### src/rtl/pv_pkg.sv
package pv_pkg;
  typedef enum logic [3:0] {
    S_IDLE, S_SUP_DROP, S_SUP_WAIT, S_P_SET, S_P_PULSE,
    S_P_HOLD, S_P_VFY, S_C_SET, S_C_RD, S_END
  } seq_state_t;

  localparam logic [1:0] LVL_REST   = 2'd0;
  localparam logic [1:0] LVL_PROG   = 2'd1;
  localparam logic [1:0] LVL_CHK_HI = 2'd2;
  localparam logic [1:0] LVL_CHK_LO = 2'd3;

  // microseconds to clock cycles, never below one cycle
  function automatic int us_to_cycles(input int us, input int mhz);
    int c;
    c = us * mhz;
    return (c < 1) ? 1 : c;
  endfunction

  function automatic int max2(input int a, input int b);
    return (a > b) ? a : b;
  endfunction
endpackage

### src/rtl/pv_phase_timer.sv
module pv_phase_timer #(
  parameter int TW = 8
) (
  input  logic          clk,
  input  logic          rst_n,
  input  logic          restart,
  output logic [TW-1:0] cnt
);
  // counts cycles spent in the current phase, saturating
  always_ff @(posedge clk or negedge rst_n) begin
    if (!rst_n)            cnt <= '0;
    else if (restart)      cnt <= '0;
    else if (cnt != '1)    cnt <= cnt + 1'b1;
  end
endmodule

### src/rtl/pv_try_counter.sv
module pv_try_counter #(
  parameter int MAX_TRIES = 25
) (
  input  logic clk,
  input  logic rst_n,
  input  logic clr,
  input  logic inc,
  output logic last_try
);
  localparam int CW = $clog2(MAX_TRIES + 1);
  logic [CW-1:0] tries;

  always_ff @(posedge clk or negedge rst_n) begin
    if (!rst_n)   tries <= '0;
    else if (clr) tries <= '0;
    else if (inc) tries <= tries + 1'b1;
  end

  assign last_try = (tries == CW'(MAX_TRIES - 1));

  AST_TRY_BOUND: assert property (@(posedge clk) disable iff (!rst_n)
    tries < CW'(MAX_TRIES));
endmodule

### src/rtl/pv_addr_walker.sv
module pv_addr_walker #(
  parameter int ADDR_W = 21,
  parameter logic [ADDR_W-1:0] LAST = '1
) (
  input  logic              clk,
  input  logic              rst_n,
  input  logic              clr,
  input  logic              step,
  output logic [ADDR_W-1:0] addr,
  output logic              at_last
);
  always_ff @(posedge clk or negedge rst_n) begin
    if (!rst_n)    addr <= '0;
    else if (clr)  addr <= '0;
    else if (step) addr <= addr + 1'b1;
  end

  assign at_last = (addr == LAST);

  AST_NO_WRAP: assert property (@(posedge clk) disable iff (!rst_n)
    step |-> !at_last);
endmodule

### src/rtl/pv_prog_seq.sv
module pv_prog_seq
  import pv_pkg::*;
#(
  parameter int ADDR_W    = 21,
  parameter int DATA_W    = 16,
  parameter int CLK_MHZ   = 125,
  parameter int PULSE_US  = 50,
  parameter int SETUP_US  = 1,
  parameter int HOLD_US   = 2,
  parameter int SAMPLE_US = 1,
  parameter int MAX_TRIES = 25,
  parameter longint LAST_ADDR = (64'd1 << ADDR_W) - 1
) (
  input  logic              clk,
  input  logic              rst_n,
  input  logic              start,
  output logic              busy,
  output logic              done,
  output logic              fail,
  output logic [ADDR_W-1:0] fail_addr,
  output logic [1:0]        vcc_req,
  input  logic              vcc_ack,
  input  logic [DATA_W-1:0] img_data,
  output logic [ADDR_W-1:0] mem_addr,
  output logic [DATA_W-1:0] mem_wdata,
  input  logic [DATA_W-1:0] mem_rdata,
  output logic              mem_ce_n,
  output logic              mem_oe_n,
  output logic              mem_vpp_en,
  output logic              mem_margin
);
  localparam int SETUP_CYC  = us_to_cycles(SETUP_US, CLK_MHZ);
  localparam int PULSE_CYC  = us_to_cycles(PULSE_US, CLK_MHZ);
  localparam int HOLD_CYC   = us_to_cycles(HOLD_US, CLK_MHZ);
  localparam int SAMPLE_CYC = us_to_cycles(SAMPLE_US, CLK_MHZ);
  localparam int MAX_CYC    = max2(max2(SETUP_CYC, PULSE_CYC), max2(HOLD_CYC, SAMPLE_CYC));
  localparam int TW         = $clog2(MAX_CYC + 1);
  localparam logic [ADDR_W-1:0] LAST = ADDR_W'(LAST_ADDR);

  seq_state_t st_q, st_d;
  logic [1:0] lvl_q, lvl_d;
  logic done_q, fail_q, err_q;
  logic [ADDR_W-1:0] fail_addr_q;

  // named internal events
  logic [TW-1:0] ph_cnt, ph_lim;
  logic ph_restart, ph_last, word_match;
  logic try_clr, try_inc, try_last;
  logic a_clr, a_step, a_last;
  logic err_set;

  pv_phase_timer #(.TW(TW)) u_timer (
    .clk(clk), .rst_n(rst_n), .restart(ph_restart), .cnt(ph_cnt));

  pv_try_counter #(.MAX_TRIES(MAX_TRIES)) u_tries (
    .clk(clk), .rst_n(rst_n), .clr(try_clr), .inc(try_inc), .last_try(try_last));

  pv_addr_walker #(.ADDR_W(ADDR_W), .LAST(LAST)) u_addr (
    .clk(clk), .rst_n(rst_n), .clr(a_clr), .step(a_step),
    .addr(mem_addr), .at_last(a_last));

  always_comb begin
    case (st_q)
      S_P_SET, S_C_SET: ph_lim = TW'(SETUP_CYC);
      S_P_PULSE:        ph_lim = TW'(PULSE_CYC);
      S_P_HOLD:         ph_lim = TW'(HOLD_CYC);
      S_P_VFY, S_C_RD:  ph_lim = TW'(SAMPLE_CYC);
      default:          ph_lim = TW'(1);
    endcase
  end

  assign ph_last    = (ph_cnt == ph_lim - 1'b1);
  assign ph_restart = (st_d != st_q);
  assign word_match = (mem_rdata == img_data);

  always_comb begin
    st_d = st_q; lvl_d = lvl_q;
    try_clr = 1'b0; try_inc = 1'b0;
    a_clr = 1'b0; a_step = 1'b0; err_set = 1'b0;
    case (st_q)
      S_IDLE: if (start) begin
        st_d = S_SUP_DROP; lvl_d = LVL_PROG; try_clr = 1'b1; a_clr = 1'b1;
      end
      S_SUP_DROP: if (!vcc_ack) st_d = S_SUP_WAIT;
      S_SUP_WAIT: if (vcc_ack) st_d = (lvl_q == LVL_PROG) ? S_P_SET : S_C_SET;
      S_P_SET:   if (ph_last) st_d = S_P_PULSE;
      S_P_PULSE: if (ph_last) st_d = S_P_HOLD;
      S_P_HOLD:  if (ph_last) st_d = S_P_VFY;
      S_P_VFY: if (ph_last) begin
        if (word_match) begin
          try_clr = 1'b1;
          if (a_last) begin
            a_clr = 1'b1; lvl_d = LVL_CHK_HI; st_d = S_SUP_DROP;
          end else begin
            a_step = 1'b1; st_d = S_P_SET;
          end
        end else if (try_last) begin
          err_set = 1'b1; st_d = S_END;
        end else begin
          try_inc = 1'b1; st_d = S_P_SET;
        end
      end
      S_C_SET: if (ph_last) st_d = S_C_RD;
      S_C_RD: if (ph_last) begin
        if (!word_match) begin
          err_set = 1'b1; st_d = S_END;
        end else if (!a_last) begin
          a_step = 1'b1; st_d = S_C_SET;
        end else if (lvl_q == LVL_CHK_HI) begin
          a_clr = 1'b1; lvl_d = LVL_CHK_LO; st_d = S_SUP_DROP;
        end else begin
          st_d = S_END;
        end
      end
      S_END: begin lvl_d = LVL_REST; st_d = S_IDLE; end
      default: st_d = S_IDLE;
    endcase
  end

  always_ff @(posedge clk or negedge rst_n) begin
    if (!rst_n) begin
      st_q <= S_IDLE; lvl_q <= LVL_REST;
      done_q <= 1'b0; fail_q <= 1'b0; err_q <= 1'b0; fail_addr_q <= '0;
    end else begin
      st_q <= st_d; lvl_q <= lvl_d;
      if (st_q == S_IDLE && start) begin
        done_q <= 1'b0; fail_q <= 1'b0; err_q <= 1'b0;
      end
      if (err_set) begin
        err_q <= 1'b1; fail_addr_q <= mem_addr;
      end
      if (st_q == S_END) begin
        done_q <= 1'b1; fail_q <= err_q;
      end
    end
  end

  assign busy       = (st_q != S_IDLE);
  assign done       = done_q;
  assign fail       = fail_q;
  assign fail_addr  = fail_addr_q;
  assign vcc_req    = lvl_q;
  assign mem_wdata  = img_data;
  assign mem_ce_n   = !(st_q inside {S_P_PULSE, S_P_VFY, S_C_RD});
  assign mem_oe_n   = !(st_q inside {S_P_VFY, S_C_RD});
  assign mem_vpp_en = st_q inside {S_P_SET, S_P_PULSE, S_P_HOLD, S_P_VFY};
  assign mem_margin = st_q inside {S_P_SET, S_P_PULSE, S_P_HOLD, S_P_VFY};

  // checker-side strobe length counter
  logic [TW-1:0] strobe_run;
  always_ff @(posedge clk or negedge rst_n) begin
    if (!rst_n)                     strobe_run <= '0;
    else if (!mem_ce_n && mem_oe_n) strobe_run <= strobe_run + 1'b1;
    else                            strobe_run <= '0;
  end

  AST_STROBE_WIDTH: assert property (@(posedge clk) disable iff (!rst_n)
    ($rose(mem_ce_n) && $past(mem_oe_n)) |-> strobe_run == TW'(PULSE_CYC));
  AST_ADDR_HELD_CE: assert property (@(posedge clk) disable iff (!rst_n)
    (!mem_ce_n && !$past(mem_ce_n)) |-> $stable(mem_addr));
  AST_VPP_BEFORE_CE: assert property (@(posedge clk) disable iff (!rst_n)
    ($fell(mem_ce_n) && mem_oe_n) |-> $past(mem_vpp_en));
  AST_READ_AFTER_HOLD: assert property (@(posedge clk) disable iff (!rst_n)
    ($fell(mem_oe_n) && mem_vpp_en) |-> $past(mem_ce_n));
  AST_CE_NEEDS_ACK: assert property (@(posedge clk) disable iff (!rst_n)
    !mem_ce_n |-> vcc_ack);
  AST_CHECK_NO_VPP: assert property (@(posedge clk) disable iff (!rst_n)
    (vcc_req == LVL_CHK_HI || vcc_req == LVL_CHK_LO) |-> !mem_vpp_en);
  AST_FAIL_WITH_DONE: assert property (@(posedge clk) disable iff (!rst_n)
    fail |-> done);
  AST_DONE_NOT_BUSY: assert property (@(posedge clk) disable iff (!rst_n)
    done |-> !busy);
endmodule

### config.mk
export PLATFORM = sky130hd
export DESIGN_NAME = pv_prog_seq
export DESIGN_NICKNAME = d
export VERILOG_FILES = /design/src/rtl/pv_pkg.sv /design/src/rtl/pv_phase_timer.sv /design/src/rtl/pv_try_counter.sv /design/src/rtl/pv_addr_walker.sv /design/src/rtl/pv_prog_seq.sv
export SDC_FILE = /design/constraint.sdc
export NUM_CORES = 1
export LEC_CHECK = 0
export BUFFER_PORTS_ARGS = -buffer_cell sky130_fd_sc_hd__buf_2
export CORE_MARGIN = 10
export CORE_UTILIZATION = 35
export DETAILED_ROUTE_END_ITERATION = 16
export GPL_ROUTABILITY_DRIVEN = 1
export PLACE_DENSITY = 0.54
export SYNTH_ARGS = -nofsm -noshare
export SYNTH_HDL_FRONTEND = slang
export SYNTH_SLANG_ARGS = --single-unit
### constraint.sdc
create_clock -name clk -period 4.85 [get_ports clk]
set_input_delay 0.7275 -clock clk [delete_from_list [all_inputs] [get_ports clk]]
set_output_delay 0.7275 -clock clk [all_outputs]
set_load 0.05 [all_outputs]
==> results_dict.tcl <==
set metrics [dict create \
    outcome "finished clean" \
    max_freq_mhz 262 \
    critical_path_class "reg2reg" \
    port_buffers 102 \
    root_buffer "clkbuf_16" \
    die_w_microns 128 \
    antenna_found_initial 0 \
    layout.nets 549 \
    fin_tns_setup_ps 0 \
    crit_slowest_cell "o31a_1" \
    holdBufCountCts 0 \
    ys.flop_type "dfrtp_1" \
    io_pins 103 \
    final_cells 656 \
    synth-compound-area-share 0.133 \
    ys_seq_elements 69 \
    hold_class "reg2reg" \
    yosys-top-cells-area "dfrtp_1 43%, mux2_1 5.3%, xor2_1 5.2%" \
    r2r_cells 10 \
    yosys_warnings 0 \
    worstPathCellList "nor3b_1 > inv_1 > ha_1 > xnor2_1 > nor3_1 > o221a_2 > nand4_2 > o31a_1 > or4_1 > a21oi_1" \
    grt_pass1_wl_mm 17.7 \
    synth_xor_area_frac 0.0777 \
    track_usage 0.131 \
    yosysMostFrequentCell "dfrtp_1" \
    die_height_microns 128 \
    core_sq_mm 0.0114 \
    area_growth_pct 20.6 \
    gp_congestion 0.866 \
    cts_num_sinks 69 \
    antenna_left 0 \
    synth_cells 429 \
    yosys.area_share.simple 0.215 \
    path_max_fanout 32 \
    fin_area_sq_mm 0.00489 \
    synthMuxAreaShare 0.0685 \
    synthArstFlopShare 1.00 \
    synth_area_leader_cell "dfrtp_1" \
    vias 3478 \
    power.density_mw_per_mm2 433 \
    hold_depth 1 \
    synth_edf_count 0 \
    drc_errors 0 \
    slew_violations 0 \
    whs_ps 478 \
    n_antenna_cell 0 \
    cp.required_ps 5100 \
    slowest_delay_ps 730 \
    htreeDepth 3 \
    start_util 0.357 \
    synth_nets 470 \
    drv_cap 0 \
    placed_cells_incl_taps 640 \
    fin_crit_sh 0.786 \
    grt_max_degree 46 \
    vias_per_cell 5.30 \
    finClkSkew_ps 9.04 \
    reg2reg_to "u_addr.addr[14]" \
    cp-end-kind "register" \
    rr_startpoint "st_q[1]" \
    min_from "fail_addr[9]" \
    synth_common_cells "69 x dfrtp_1, 38 x nor2_1, 26 x nand2_1, 24 x xor2_1, 23 x a21oi_1" \
    rsz0062_at_grt "false" \
    vdd_drop_max_v 0.000394 \
    clock_latency_ps 330 \
    dp_hpwl_mm 7.96 \
    timing.slew.headroom 0.292 \
    cp-start-kind "register" \
    drt_wl_total_mm 10.8 \
    cts_buffers 9 \
    cts_buffer_depth 2 \
    grt-ovfl-total 0 \
    drtPass1Iterations 4 \
    syn-cell-area_sq_mm 0.00406 \
    cts_tree "yes" \
    layout-drive-gt1-share 0.263 \
    synth-seq-area-share 0.426 \
    min_to "fail_addr[9]" \
    cp_data_arrival_time_ps 4060 \
    finalCriticalPeriod_ps 3810 \
    dpl_cell_area_sq_mm 0.00457 \
    worst_pin_slew_ps 1060 \
    synth_top_area_frac 0.426 \
    dieArea_sq_mm 0.0163 \
    drtIter0Drc 291 \
    rrSetupSlack_ps 1040 \
    ctsResizeCount 0 \
    fp-row-count 39 \
    ys_types 56 \
    synth_top_family_by_area "simple AND/OR/NAND/NOR gates" \
    clk_pin_slew_ps 60 \
    synth_adder_area_share 0.0179 \
    post-cts-setup-buffers 0 \
    leakage_nw 2.35 \
    setup_viol 0 \
    synth.avg_cell_area_sq_um 9.46 \
    hold_viol 0 \
    grt_pass1_vias 3402 \
    wl_per_cell_microns 16.4 \
]
layout by cell type, fill, tap and decap left out, drive strengths merged, types with 3 or more instances in the layout:
cell / synthesis / final
and3: 8 / 8
o21ai: 25 / 25
a21oi: 23 / 23
o31ai: 11 / 11
nand4b: 3 / 3
ha: 5 / 5
a31oi: 3 / 3
a21o: 3 / 3
mux2: 22 / 22
dfrtp: 69 / 69
nand3: 15 / 15
nor3: 12 / 12
xor2: 24 / 24
nor2b: 6 / 6
nor4: 8 / 8
or4: 5 / 5
nor2: 38 / 38
and4: 4 / 4
clkinv: 0 / 3
mux2i: 3 / 3
or3: 11 / 11
nand2: 26 / 26
buf: 23 / 105
clkbuf: 14 / 10
inv: 12 / 12
xnor2: 12 / 12
nand4: 15 / 15
final cells by class:
type,count,area [sq um]
timing repair buffer,105,533
inverter,12,45.0
multi-input combinational,311,2080
tap,143,179
sequential,69,1730
clock buffer,10,239
clock inverter,6,86.3
fill,1140,6480
through the flow:
step | utilization | worst slack [ps] | power, mW
detailed placement | 0.402 | 1050 | 1.42
global route | 0.430 | 704 | 2.24
finish | 0.430 | 1040 | 2.12
global placement | 0.402 | 1140 | 1.41
CTS | 0.430 | 1030 | 2.15
floorplan | - | 1900 | 1.27
flip-flops by register name (all words and copies together), names as in the netlist:
name and cells:
fail 1, done 1, u_addr.addr 21, u_timer.cnt 13, fail_addr 21, st_q 4
err_q 1, u_tries.tries 5, vcc_req 2
worst max-delay path: cells and delay by family, from the launching register on:
kind	cells	cell delay, ps
AOI/OAI and AO/OA	3	1120
xor gates and xnor gates	1	130
adders and majority gates	1	290
buffers and inverters	1	90
DFF	1	570
and+or+nand+nor	4	1530
layer usage:
| metal | share of wire | track usage |
|---|---|---|
| met1 | 0.45 | 0.170 |
| met2 | 0.49 | 0.201 |
| met3 | 0.054 | 0.0430 |
| met4 | 0.012 | 0.0444 |
| met5 | 0 | 0 |
cells by family (layout without fill, tap and decap cells):
kind of cell	count (synthesis)	count (layout)
AND/OR/NAND/NOR	160	160
AO/OA/AOI/OAI	84	84
flip-flops	69	69
multiplexers	25	25
XOR/XNOR	36	36
adder cells (fa/ha/maj)	6	6
buffers and inverters	49	133
report_power, final:
part / switching (mW) / internal (mW)
Sequential: 0.108 / 0.614
Combinational: 0.466 / 0.224
Clock: 0.246 / 0.463
Total: 0.820 / 1.30
worst max path at each step:
| stage | to | slack [ps] | start |
|---|---|---|---|
| 3_5_place_dp | u_addr.addr[14] | 1050 | st_q[2] |
| 5_1_grt | u_addr.addr[5] | 700 | st_q[1] |
| 4_1_cts | u_addr.addr[14] | 1030 | st_q[2] |
| 2_1_floorplan | u_addr.addr[15] | 1900 | st_q[1] |
| 6_report | u_addr.addr[14] | 1040 | st_q[1] |
| 3_3_place_gp | u_addr.addr[5] | 1140 | st_q[1] |
Note: power is estimated with default switching activity, not from simulation.
